**config.mk**
```make
export PLATFORM = sky130hd
export DESIGN_NAME = gpx_regbank
export DESIGN_NICKNAME = d
export VERILOG_FILES = /design/src/rtl/gpx_pkg.sv /design/src/rtl/gpx_rst_sync.sv /design/src/rtl/gpx_pin_sync.sv /design/src/rtl/gpx_cmd_ctrl.sv /design/src/rtl/gpx_regfile.sv /design/src/rtl/gpx_regbank.sv
export SDC_FILE = /design/constraint.sdc
export NUM_CORES = 1
export LEC_CHECK = 0
export ABC_AREA = 1
export BUFFER_PORTS_ARGS = -buffer_cell sky130_fd_sc_hd__buf_2
export CAP_MARGIN = 40
export CORE_AREA = 2 2 127 129
export CTS_CLUSTER_DIAMETER = 30
export DETAILED_ROUTE_END_ITERATION = 7
export DIE_AREA = 0 0 129 131
export GPL_ROUTABILITY_DRIVEN = 0
export MAX_ROUTING_LAYER = met4
export PLACE_DENSITY = 0.45
export SLEW_MARGIN = 20
export SYNTH_ARGS = -nofsm -noshare
export SYNTH_HDL_FRONTEND = slang
export SYNTH_SLANG_ARGS = --single-unit
```
**constraint.sdc**
```tcl
create_clock -name clk -period 5.2 [get_ports clk]
set_input_delay 0.78 -clock clk [delete_from_list [all_inputs] [get_ports clk]]
set_output_delay 0.78 -clock clk [all_outputs]
set_load 0.05 [all_outputs]
```
**src/rtl/gpx_pkg.sv**
```systemverilog
package gpx_pkg;
  localparam int PTR_W = 3;

  typedef enum logic [1:0] {
    GRP_IN  = 2'd0,
    GRP_OUT = 2'd1,
    GRP_POL = 2'd2,
    GRP_DIR = 2'd3
  } grp_e;

  typedef struct packed {
    grp_e grp;
    logic port;
  } ptr_t;
endpackage

```
**src/rtl/gpx_rst_sync.sv**
```systemverilog
module gpx_rst_sync #(
  parameter int STAGES = 2
) (
  input  logic clk,
  input  logic rst_n,
  output logic rst_sync_n
);
  logic [STAGES-1:0] chain_q;

  always_ff @(posedge clk or negedge rst_n) begin
    if (!rst_n) chain_q <= '0;
    else        chain_q <= {chain_q[STAGES-2:0], 1'b1};
  end

  assign rst_sync_n = chain_q[STAGES-1];
endmodule

```
**src/rtl/gpx_pin_sync.sv**
```systemverilog
module gpx_pin_sync #(
  parameter int WIDTH  = 16,
  parameter int STAGES = 2
) (
  input  logic             clk,
  input  logic             rst_n,
  input  logic [WIDTH-1:0] pin_async,
  output logic [WIDTH-1:0] pin_synced
);
  logic [WIDTH-1:0] stage_q [STAGES];

  for (genvar s = 0; s < STAGES; s++) begin : g_stage
    if (s == 0) begin : g_first
      always_ff @(posedge clk or negedge rst_n) begin
        if (!rst_n) stage_q[0] <= '0;
        else        stage_q[0] <= pin_async;
      end
    end else begin : g_next
      always_ff @(posedge clk or negedge rst_n) begin
        if (!rst_n) stage_q[s] <= '0;
        else        stage_q[s] <= stage_q[s-1];
      end
    end
  end

  assign pin_synced = stage_q[STAGES-1];
endmodule

```
**src/rtl/gpx_cmd_ctrl.sv**
```systemverilog
module gpx_cmd_ctrl
  import gpx_pkg::*;
(
  input  logic             clk,
  input  logic             rst_n,
  input  logic             wr_start,
  input  logic             rd_start,
  input  logic             byte_valid,
  input  logic             byte_first,
  input  logic [PTR_W-1:0] cmd_bits,
  input  logic             byte_req,
  output ptr_t             ptr,
  output logic             in_wr,
  output logic             wr_en,
  output logic             rd_en
);
  ptr_t ptr_q, ptr_d;
  logic in_wr_q, in_wr_d;
  logic cmd_hit, dat_hit, req_hit;

  always_comb begin
    cmd_hit = byte_valid &  byte_first & in_wr_q;
    dat_hit = byte_valid & ~byte_first & in_wr_q;
    req_hit = byte_req & ~byte_valid;

    in_wr_d = in_wr_q;
    if (wr_start)      in_wr_d = 1'b1;
    else if (rd_start) in_wr_d = 1'b0;

    ptr_d = ptr_q;
    if (cmd_hit)                ptr_d = ptr_t'(cmd_bits);
    else if (dat_hit | req_hit) ptr_d.port = ~ptr_q.port;
  end

  always_ff @(posedge clk or negedge rst_n) begin
    if (!rst_n) begin
      ptr_q   <= '0;
      in_wr_q <= 1'b0;
    end else begin
      ptr_q   <= ptr_d;
      in_wr_q <= in_wr_d;
    end
  end

  assign ptr   = ptr_q;
  assign in_wr = in_wr_q;
  assign wr_en = dat_hit;
  assign rd_en = req_hit;
endmodule

```
**src/rtl/gpx_regfile.sv**
```systemverilog
module gpx_regfile
  import gpx_pkg::*;
#(
  parameter int PORT_W = 8,
  parameter int NPORT  = 2,
  localparam int PINS  = PORT_W * NPORT
) (
  input  logic              clk,
  input  logic              rst_n,
  input  logic              wr_en,
  input  logic              rd_en,
  input  ptr_t              sel,
  input  logic [PORT_W-1:0] wr_byte,
  input  logic [PINS-1:0]   pin_level,
  output logic [PORT_W-1:0] rd_data,
  output logic [PINS-1:0]   drive_bits,
  output logic [PINS-1:0]   dir_bits
);
  localparam logic [PORT_W-1:0] OUT_RST = '1;
  localparam logic [PORT_W-1:0] POL_RST = '0;
  localparam logic [PORT_W-1:0] DIR_RST = '1;

  logic [NPORT-1:0][PORT_W-1:0] out_q, out_d;
  logic [NPORT-1:0][PORT_W-1:0] pol_q, pol_d;
  logic [NPORT-1:0][PORT_W-1:0] dir_q, dir_d;
  logic [NPORT-1:0][PORT_W-1:0] in_view;
  logic [PORT_W-1:0]            rd_q, rd_d, rd_mux;

  for (genvar p = 0; p < NPORT; p++) begin : g_port
    assign in_view[p] = pin_level[p*PORT_W +: PORT_W] ^ pol_q[p];
    assign drive_bits[p*PORT_W +: PORT_W] = out_q[p];
    assign dir_bits[p*PORT_W +: PORT_W]   = dir_q[p];
  end

  always_comb begin
    out_d = out_q;
    pol_d = pol_q;
    dir_d = dir_q;
    if (wr_en) begin
      unique case (sel.grp)
        GRP_OUT: out_d[sel.port] = wr_byte;
        GRP_POL: pol_d[sel.port] = wr_byte;
        GRP_DIR: dir_d[sel.port] = wr_byte;
        default: ;
      endcase
    end
  end

  always_comb begin
    unique case (sel.grp)
      GRP_IN:  rd_mux = in_view[sel.port];
      GRP_OUT: rd_mux = out_q[sel.port];
      GRP_POL: rd_mux = pol_q[sel.port];
      default: rd_mux = dir_q[sel.port];
    endcase
    rd_d = rd_en ? rd_mux : rd_q;
  end

  always_ff @(posedge clk or negedge rst_n) begin
    if (!rst_n) begin
      for (int p = 0; p < NPORT; p++) begin
        out_q[p] <= OUT_RST;
        pol_q[p] <= POL_RST;
        dir_q[p] <= DIR_RST;
      end
      rd_q <= '0;
    end else begin
      out_q <= out_d;
      pol_q <= pol_d;
      dir_q <= dir_d;
      rd_q  <= rd_d;
    end
  end

  assign rd_data = rd_q;
endmodule

```
**src/rtl/gpx_regbank.sv**
```systemverilog
module gpx_regbank
  import gpx_pkg::*;
#(
  parameter int PORT_W      = 8,
  parameter int SYNC_STAGES = 2,
  parameter int RST_STAGES  = 2,
  localparam int NPORT      = 2,
  localparam int PINS       = PORT_W * NPORT
) (
  input  logic              clk,
  input  logic              rst_n,
  input  logic              wr_start,
  input  logic              rd_start,
  input  logic              byte_valid,
  input  logic              byte_first,
  input  logic [PORT_W-1:0] byte_data,
  input  logic              byte_req,
  output logic [PORT_W-1:0] rd_data,
  input  logic [PINS-1:0]   pin_in,
  output logic [PINS-1:0]   pin_out,
  output logic [PINS-1:0]   pin_oe
);
  logic            rst_sync_n;
  ptr_t            ptr_q;
  logic            in_wr, wr_en, rd_en;
  logic [PINS-1:0] pin_level, drive_bits, dir_bits;

  gpx_rst_sync #(.STAGES(RST_STAGES)) u_rst (
    .clk        (clk),
    .rst_n      (rst_n),
    .rst_sync_n (rst_sync_n)
  );

  gpx_pin_sync #(.WIDTH(PINS), .STAGES(SYNC_STAGES)) u_pins (
    .clk        (clk),
    .rst_n      (rst_sync_n),
    .pin_async  (pin_in),
    .pin_synced (pin_level)
  );

  gpx_cmd_ctrl u_ctrl (
    .clk        (clk),
    .rst_n      (rst_sync_n),
    .wr_start   (wr_start),
    .rd_start   (rd_start),
    .byte_valid (byte_valid),
    .byte_first (byte_first),
    .cmd_bits   (byte_data[PTR_W-1:0]),
    .byte_req   (byte_req),
    .ptr        (ptr_q),
    .in_wr      (in_wr),
    .wr_en      (wr_en),
    .rd_en      (rd_en)
  );

  gpx_regfile #(.PORT_W(PORT_W), .NPORT(NPORT)) u_regs (
    .clk        (clk),
    .rst_n      (rst_sync_n),
    .wr_en      (wr_en),
    .rd_en      (rd_en),
    .sel        (ptr_q),
    .wr_byte    (byte_data),
    .pin_level  (pin_level),
    .rd_data    (rd_data),
    .drive_bits (drive_bits),
    .dir_bits   (dir_bits)
  );

  assign pin_out = drive_bits;
  assign pin_oe  = ~dir_bits;
endmodule

```
==> run metrics, run 1 <==
status finished, final reports clean; maximum vdd drop 0.000169 V; most frequent cells after synthesis nand2_1 (194), inv_1 (77), dfrtp_1 (62); Startpoint Class flip-flop; clock sink count 94; max_slew headroom 51.3%; Die X 129 um; Worst Hold Class input port to async pin; worst skew pair latency 350 ps; max cap viols 0; hpwl dp 7880 um; Post-synth EDFFs 0; worst clock skew 5.96 ps; synthesized instance count 497; Netlist Area Pre-Place 0.00427 sq mm; worst r2r src u_ctrl.ptr[0]; H-tree Lvls 3; maximum clock frequency 506 MHz; die area 0.0169 sq mm; GRT Util Overall 14.7%; area of the multi-input gates 0.00144 sq mm; Final #Nets 597; CTS Hold Bufs 0; met3 wire length 501 um; Synth area leader dfrtp_1; Mean Syn Cell Area 8.60 sq um; first-pass GRT wire length 17700 um; sw power 0.00123 W; Max Slew Vio Count 0; Combinational Power Share 35.9%; main flop type after synthesis dfrtp_1; post-route ant nets 0; routed vias 3304; final hold vios 0; post-CTS resize count 0; DR WL/cell 14.0 um; Slowest-stage cell, CP dfstp_2; Syn-to-layout area delta 19.8%; layout cells sized above 1 27.5%; met2 wire len 4960 um; sequential share of the synthesized area 56.0%; YS warnings 0; drt pass-1 iters 4; R2R setup slack 3280 ps; fin crit share 38.0%; worst slew pin tran 731 ps; register area 0.00240 sq mm; Net Count, Synth 528; clock root cell clkbuf_16; synth top area cells dfrtp_1 (36%), dfstp_2 (20%), nand2_1 (17%); crit path max fanout 3; P_int 0.00170 W; port bufs 70; clock share of power 24.3%; Sequential Power Share 39.8%; core box area 0.0156 sq mm; Avg Vias per Cell 4.20; # rows 46; P_leak 2.55 nW; Initial DRC Count 191; Die Ht 131 um; CTS tree built; Worst R2R Path Depth 8; crit path cell chain buf_2; CP Data Required Time 4420 ps; DRC errors left 0; critical path arrival 1200 ps; setup TNS 0 ps; pwr dens 573 mW/mm^2; largest net degree at the start of global routing 59; unrepaired setup endpoints after global routing no; cts bufs inserted 9; FF+latch count, synth 94; initial antenna violation count 0; Critical path buffers and inverters 1; Hold WS 207 ps; M1 WL 5320 um; Initial Utilization 27.4%; DRT Wirelength 11000 um; Synth top area share 36.3%; n_diodes 0; Final min period 1980 ps; delay-heaviest family, CP flip-flops; DR top layer met4; vias in the first global route 3294; buffer count from post-CTS setup fixing 0; crit end category output port; Net Sw Frac 42.0%; worst setup path class flip-flop to output port; Power Total 0.00294 W; Clock Pin Slew Worst Setup and Hold Paths 70 ps; top-count cell post-synth nand2_1; # IOs 71; max incr delay on CP 570 ps; FF-to-FF End u_regs.rd_data[0]; Distinct cells, synth 23; Max clock buf depth 2; total grt overflow 0; Synth async-reset ratio 100%; count of final setup violators 0; fill count 1626
==> sequential cells by signal, indices dropped and copies added, names as in the netlist <==
register,flops
u_ctrl.ptr,3
u_regs.rd_data,8
u_pins.stage_q,16
u_ctrl.in_wr,1
u_regs.pol_q,16
u_regs.drive_bits,16
u_rst.chain_q,2
u_pins.pin_synced,16
u_regs.dir_bits,16
==> worst reg2reg max path, stage by stage (launching register included) <==
cell and delay (ps):
dfrtp_1 320, buf_4 400, inv_2 440, nand2_1 160, nand2_1 60, a21oi_1 210, nand3_1 130, nand2_1 70
inv_1 30
==> worst max-delay path by stage <==
stage / from / end / slack, ps / depth (start not counted)
3_3_place_gp: byte_valid / u_regs.rd_data[0] / 3160 / 7
2_1_floorplan: u_rst.chain_q[1] / u_ctrl.in_wr / 2440 / 0
6_report: u_regs.drive_bits[9] / pin_out[9] / 3220 / 1
5_1_grt: u_ctrl.ptr[0] / u_regs.rd_data[5] / 3110 / 8
4_1_cts: u_regs.drive_bits[9] / pin_out[9] / 3200 / 1
3_5_place_dp: byte_valid / u_regs.rd_data[0] / 3140 / 7
==> final cells by class <==
cell class	count	share of cell area [%]
clock buffers	10	4.67
inverters	86	6.30
repair buffers	72	7.13
well taps	216	5.28
clock inverters	6	1.66
flip-flops and latches	94	46.8
multi-input cells	303	28.2
==> stage by stage <==
step | util [%] | area [sq um] | worst slack [ps] | std cells
finish | 32.8 | 5120 | 3220 | 787
global placement | 30.8 | 4800 | 3160 | 771
floorplan | - | 4270 | 2440 | 497
detailed placement | 30.8 | 4800 | 3140 | 771
CTS | 32.8 | 5120 | 3200 | 787
global route | 32.8 | 5120 | 3110 | 787
==> layout by cell type, fill, tap and decap left out, types with 6 or more instances in the layout <==
cell	Yosys	layout
a21oi_1	8	8
buf_2	5	70
clkbuf_16	0	9
dfrtp_1	62	61
dfstp_2	32	32
inv_1	77	77
inv_2	7	7
nand2_1	194	194
nand3_1	33	33
nand3_4	6	6
o21ai_1	32	32
o21ai_2	16	16
==> logic make-up (layout without fill, tap and decap cells) <==
kind of cell | after synthesis | after routing | share of synthesized area, %
other cells | 1 | 1 | 0.0877
buf+inv | 100 | 174 | 10.2
flops | 94 | 94 | 56.0
compound gates | 61 | 61 | 8.67
simple gates | 241 | 241 | 25.0
==> power by group through the flow <==
stage          registers, W  clock network, W  logic (W)
2_1_floorplan       0.00139                 0   0.000582
3_3_place_gp        0.00118                 0    0.00105
3_5_place_dp        0.00119                 0    0.00106
4_1_cts             0.00117          0.000738    0.00107
5_1_grt             0.00120          0.000773    0.00116
6_report            0.00117          0.000715    0.00105
==> metal layers <==
layer	global-route usage [%]	vias up
li1	-	1652
met3	4.56	18
met5	-	-
met2	21.2	77
met4	6.33	0
met1	19.1	1557
Power figures use the tool's default switching activity.
==> run 2: changes to the inputs <==
==> constraint.sdc (replaced) <==
create_clock -name clk -period 1.9 [get_ports clk]
set_input_delay 0.285 -clock clk [delete_from_list [all_inputs] [get_ports clk]]
set_output_delay 0.285 -clock clk [all_outputs]
set_load 0.05 [all_outputs]
==> run metrics, run 2 (synthesized netlist as in run 1, its figures left out) <==
status finished, final reports clean; GRT Util Overall 14.6% (-0.10 points); worst setup path class flip-flop to output port; Worst Hold Class input port to flip-flop; first-pass GRT wire length 17900 um (+1.2%); CTS tree built; post-route ant nets 0 (unchanged); max incr delay on CP 570 ps (about the same); fill count 1671 (+2.8%); P_leak 2.58 nW (+1.1%); Syn-to-layout area delta 21.2%; Die Ht 131 um (unchanged); maximum clock frequency 677 MHz; Slowest-stage cell, CP dfstp_2; drt pass-1 iters 4 (unchanged); delay-heaviest family, CP flip-flops; buffer count from post-CTS setup fixing 0 (unchanged); critical path arrival 1190 ps (about the same); worst clock skew 5.81 ps (-0.151 ps); crit path cell chain buf_2; Max Slew Vio Count 0 (unchanged); DRT Wirelength 10800 um (-2.1%); n_diodes 0 (unchanged); worst skew pair latency 340 ps (about the same); # IOs 71 (unchanged); core box area 0.0156 sq mm (unchanged); maximum vdd drop 0.000451 V (+170%); setup TNS 0 ps (unchanged); Max clock buf depth 2 (unchanged); vias in the first global route 3284 (-0.30%); Final min period 1480 ps; crit end category output port; Final Util 33.2% (+0.36 points); count of final setup violators 0 (unchanged); Final #Nets 602 (+0.84%); fin crit share 77.8%; most frequent cells in the layout nand2_1 (194), inv_1 (77), buf_2 (70); register area 0.00240 sq mm (unchanged); unrepaired setup endpoints after global routing no; finished layout cell area 0.00518 sq mm (+1.1%); clock root cell clkbuf_16; clock sink count 94 (unchanged); max cap viols 0 (unchanged); Clock Pin Slew Worst Setup and Hold Paths 60 ps (about the same); pwr dens 1540 mW/mm^2 (+170%); die area 0.0169 sq mm (unchanged); # rows 46 (unchanged); H-tree Lvls 3 (unchanged); Die X 129 um (unchanged); max_slew headroom 59.0% (+7.8 points); routed vias 3277 (-0.82%); cts bufs inserted 9 (unchanged); largest net degree at the start of global routing 58 (-1.7%); DR WL/cell 13.7 um (-2.7%); layout cells sized above 1 27.6% (+0.11 points); initial antenna violation count 0 (unchanged); Startpoint Class flip-flop; total grt overflow 0 (unchanged); DRC errors left 0 (unchanged); area of the multi-input gates 0.00144 sq mm (unchanged); most common cell after layout, fill and taps aside nand2_1; Critical path buffers and inverters 1 (unchanged); worst slew pin tran 613 ps (-118 ps); Initial Utilization 27.4% (unchanged); crit path max fanout 3 (unchanged); hpwl dp 7940 um (+0.72%); Avg Vias per Cell 4.14 (-1.4%); Initial DRC Count 198 (+3.7%); post-CTS resize count 0 (unchanged); port bufs 70 (unchanged); CP Data Required Time 1620 ps (-2800 ps); DP Area 0.00487 sq mm (+1.4%); final hold vios 0 (unchanged)
-- run 2: cell count changes in the layout (fill, tap and decap cells not counted) --
| cell | previous run | this run |
|---|---|---|
| buf_12 | 0 | 3 |
| buf_4 | 2 | 3 |
| bufinv_16 | 2 | 1 |
| clkbuf_1 | 0 | 1 |
| clkbuf_8 | 1 | 2 |
| clkinv_1 | 2 | 3 |
| clkinv_2 | 2 | 1 |
| clkinvlp_4 | 2 | 1 |
| dlygate4sd3_1 | 0 | 1 |
-- run 2: metrics by stage --
step                setup WS [ps]  hold WS, ps  power, W  std cells
finish                        423         40.6   0.00796        792
global route                  269         18.8   0.00851        792
CTS                           405         21.2   0.00808        792
detailed placement            394         73.8   0.00620        775
global placement              351         71.6   0.00619        775
floorplan                     348        -10.6   0.00540        497
-- run 2: area by class of cell --
type                            count  area share [%]
Clock buffer                       12            4.95
Clock inverter                      4           0.894
Sequential cell                    94            46.3
Inverter                           86            6.23
Multi-Input combinational cell    303            27.9
Timing Repair Buffer               77            8.55
Tap cell                          216            5.22
-- run 2: path summary, 6_finish.rpt --
path                                       from                  to  slack (ps)  depth (start not counted)
min reg2reg                    u_rst.chain_q[1]  u_pins.stage_q[22]         290                          1
min in group asynchronous                 rst_n    u_rst.chain_q[1]         240                          2
max reg2reg                       u_ctrl.ptr[2]     u_regs.pol_q[7]         440                          5
min                                  pin_in[12]  u_pins.stage_q[28]          40                          1
max                        u_regs.drive_bits[1]          pin_out[1]         420                          1
max in group asynchronous      u_rst.chain_q[1]  u_regs.dir_bits[2]        1240                          1
-- run 2: repair_timing --
action                     CTS  global route
hold endpoints to repair     2             0
setup endpoints to repair    0             0
hold buffers                 1             0
-- run 2: per-layer routing --
layer  wire (um)  share of wire [%]  vias up  GRT usage, %
li1            -                  -     1670             -
met1        5170                 48     1531          19.2
met3         533                4.9        9          3.62
met2        4980                 46       67          22.4
met4         129                1.2        0          4.54
met5           0                  0        -             -
-- run 2: power by group --
part	internal, W	leakage, nW	switching [W]	total (W)
Clock	0.00108	0.146	0.000734	0.00182
Sequential	0.00271	1.07	0.000510	0.00322
Combinational	0.000811	1.36	0.00211	0.00292
Total	0.00460	2.58	0.00335	0.00796
==> run 3: changes to the inputs <==
==> constraint.sdc (replaced) <==
create_clock -name clk -period 1.5 [get_ports clk]
set_input_delay 0.225 -clock clk [delete_from_list [all_inputs] [get_ports clk]]
set_output_delay 0.225 -clock clk [all_outputs]
set_load 0.05 [all_outputs]
==> run metrics, run 3 (synthesized netlist as in run 1, its figures left out) <==
status finished, final reports clean; Hold Crit Start rd_start; delay-heaviest family, CP flip-flops; Max Slew Vio Count 0 (unchanged); Final #Nets 623 (+3.5%); Die Ht 131 um (unchanged); vias in the first global route 3180 (-3.2%); routed vias 3357 (+2.4%); port bufs 70 (unchanged); max cap viols 0 (unchanged); GRT Util Overall 14.8% (+0.19 points); Slowest-stage cell, CP dfstp_2; Worst Hold Class input port to flip-flop; hold depth 2 (+1); maximum vdd drop 0.000559 V (+24%); drt pass-1 iters 4 (unchanged); worst setup margin 62.5 ps (-360 ps); Initial DRC Count 285 (+44%); initial antenna violation count 0 (unchanged); H-tree Lvls 3 (unchanged); Worst R2R Path Depth 5 (unchanged); clock root cell clkbuf_16; clock sink count 94 (unchanged); worst r2r src u_ctrl.ptr[1]; crit end category output port; cts bufs inserted 9 (unchanged); # IOs 71 (unchanged); die area 0.0169 sq mm (unchanged); total grt overflow 0 (unchanged); most common cell after layout, fill and taps aside nand2_1; crit path max fanout 3 (unchanged); Final min period 1440 ps; crit path cell chain buf_2; worst setup path class flip-flop to output port; Max clock buf depth 2 (unchanged); CP Depth 1 (unchanged); setup TNS 0 ps (unchanged); Worst Hold End u_ctrl.in_wr; pwr dens 1850 mW/mm^2 (+21%); DRT Wirelength 11100 um (+2.7%); Die X 129 um (unchanged); worst skew pair latency 340 ps (about the same); count of final setup violators 0 (unchanged); P_leak 2.67 nW (+3.4%); layout cells sized above 1 28.0% (+0.37 points); core box area 0.0156 sq mm (unchanged); n_diodes 0 (unchanged); Critical path buffers and inverters 1 (unchanged); fin crit share 95.8%; CP Data Required Time 1270 ps (-350 ps); Syn-to-layout area delta 25.9%; FF-to-FF End u_regs.drive_bits[4]; Initial Utilization 27.4% (unchanged); unrepaired setup endpoints after global routing no; max incr delay on CP 590 ps (+20 ps); # rows 46 (unchanged); post-route ant nets 0 (unchanged); most frequent cells in the layout nand2_1 (194), inv_1 (77), buf_2 (70); DR WL/cell 13.7 um (about the same); Clock Pin Slew Worst Setup and Hold Paths 60 ps (about the same); worst clock skew 6.79 ps (+0.982 ps); maximum clock frequency 696 MHz; R2R setup slack 100 ps (-340 ps); DRC errors left 0 (unchanged); final hold vios 0 (unchanged); Avg Vias per Cell 4.13 (-0.20%); Startpoint Class flip-flop; critical path arrival 1210 ps (+20 ps); CTS tree built; first-pass GRT wire length 18000 um (+0.35%); dpl ws 11.3 ps (-382 ps); hpwl dp 7990 um (+0.64%); largest net degree at the start of global routing 40 (-31%)
-- run 3: worst max-delay path by stage --
stage	from	to
after floorplan	u_ctrl.ptr[2]	u_regs.pol_q[5]
after global placement	u_ctrl.in_wr	u_regs.pol_q[2]
after detailed placement	u_ctrl.ptr[0]	u_regs.rd_data[7]
after CTS	u_ctrl.in_wr	u_regs.pol_q[3]
after global routing	u_ctrl.in_wr	u_regs.pol_q[13]
final	u_regs.drive_bits[9]	pin_out[9]
-- run 3: layout make-up --
type / instances / area [sq um]
Fill cell: 1642 / 10200
Sequential cell: 94 / 2400
Multi-Input combinational cell: 303 / 1450
Timing Repair Buffer: 98 / 666
Inverter: 86 / 323
Clock buffer: 12 / 256
Clock inverter: 4 / 21.3
Tap cell: 216 / 270
-- run 3: timing repair --
| action | CTS | global route |
|---|---|---|
| setup endpoints to repair | 1 | 9 |
| hold buffers | 17 | 0 |
| buffers inserted | 0 | 2 |
| pin swaps | 0 | 1 |
| hold endpoints to repair | 18 | 0 |
| resized for setup | 1 | 2 |
-- run 3: stage by stage --
step                power [W]  std cells  instance area (sq um)  utilization [%]  hold WS, ps
finish                0.00998        813                   5380             34.5         60.4
global route           0.0107        813                   5380             34.5         62.0
CTS                    0.0101        811                   5350             34.3         48.0
detailed placement    0.00788        778                   4900             31.4         12.8
global placement      0.00784        778                   4900             31.4         11.7
floorplan             0.00684        497                   4280                -        -70.6
-- run 3: power breakdown --
group	total, W	internal [W]	switching (W)
Clock	0.00213	0.00120	0.000926
Sequential	0.00406	0.00343	0.000633
Combinational	0.00379	0.00109	0.00270
-- run 3: metal layers --
layer	part of all wire (%)	GRT usage [%]	wire (um)
met3	4.8	3.50	538
met1	49	20.3	5420
met4	1.1	4.22	121
met5	0	-	0
met2	45	21.9	5030
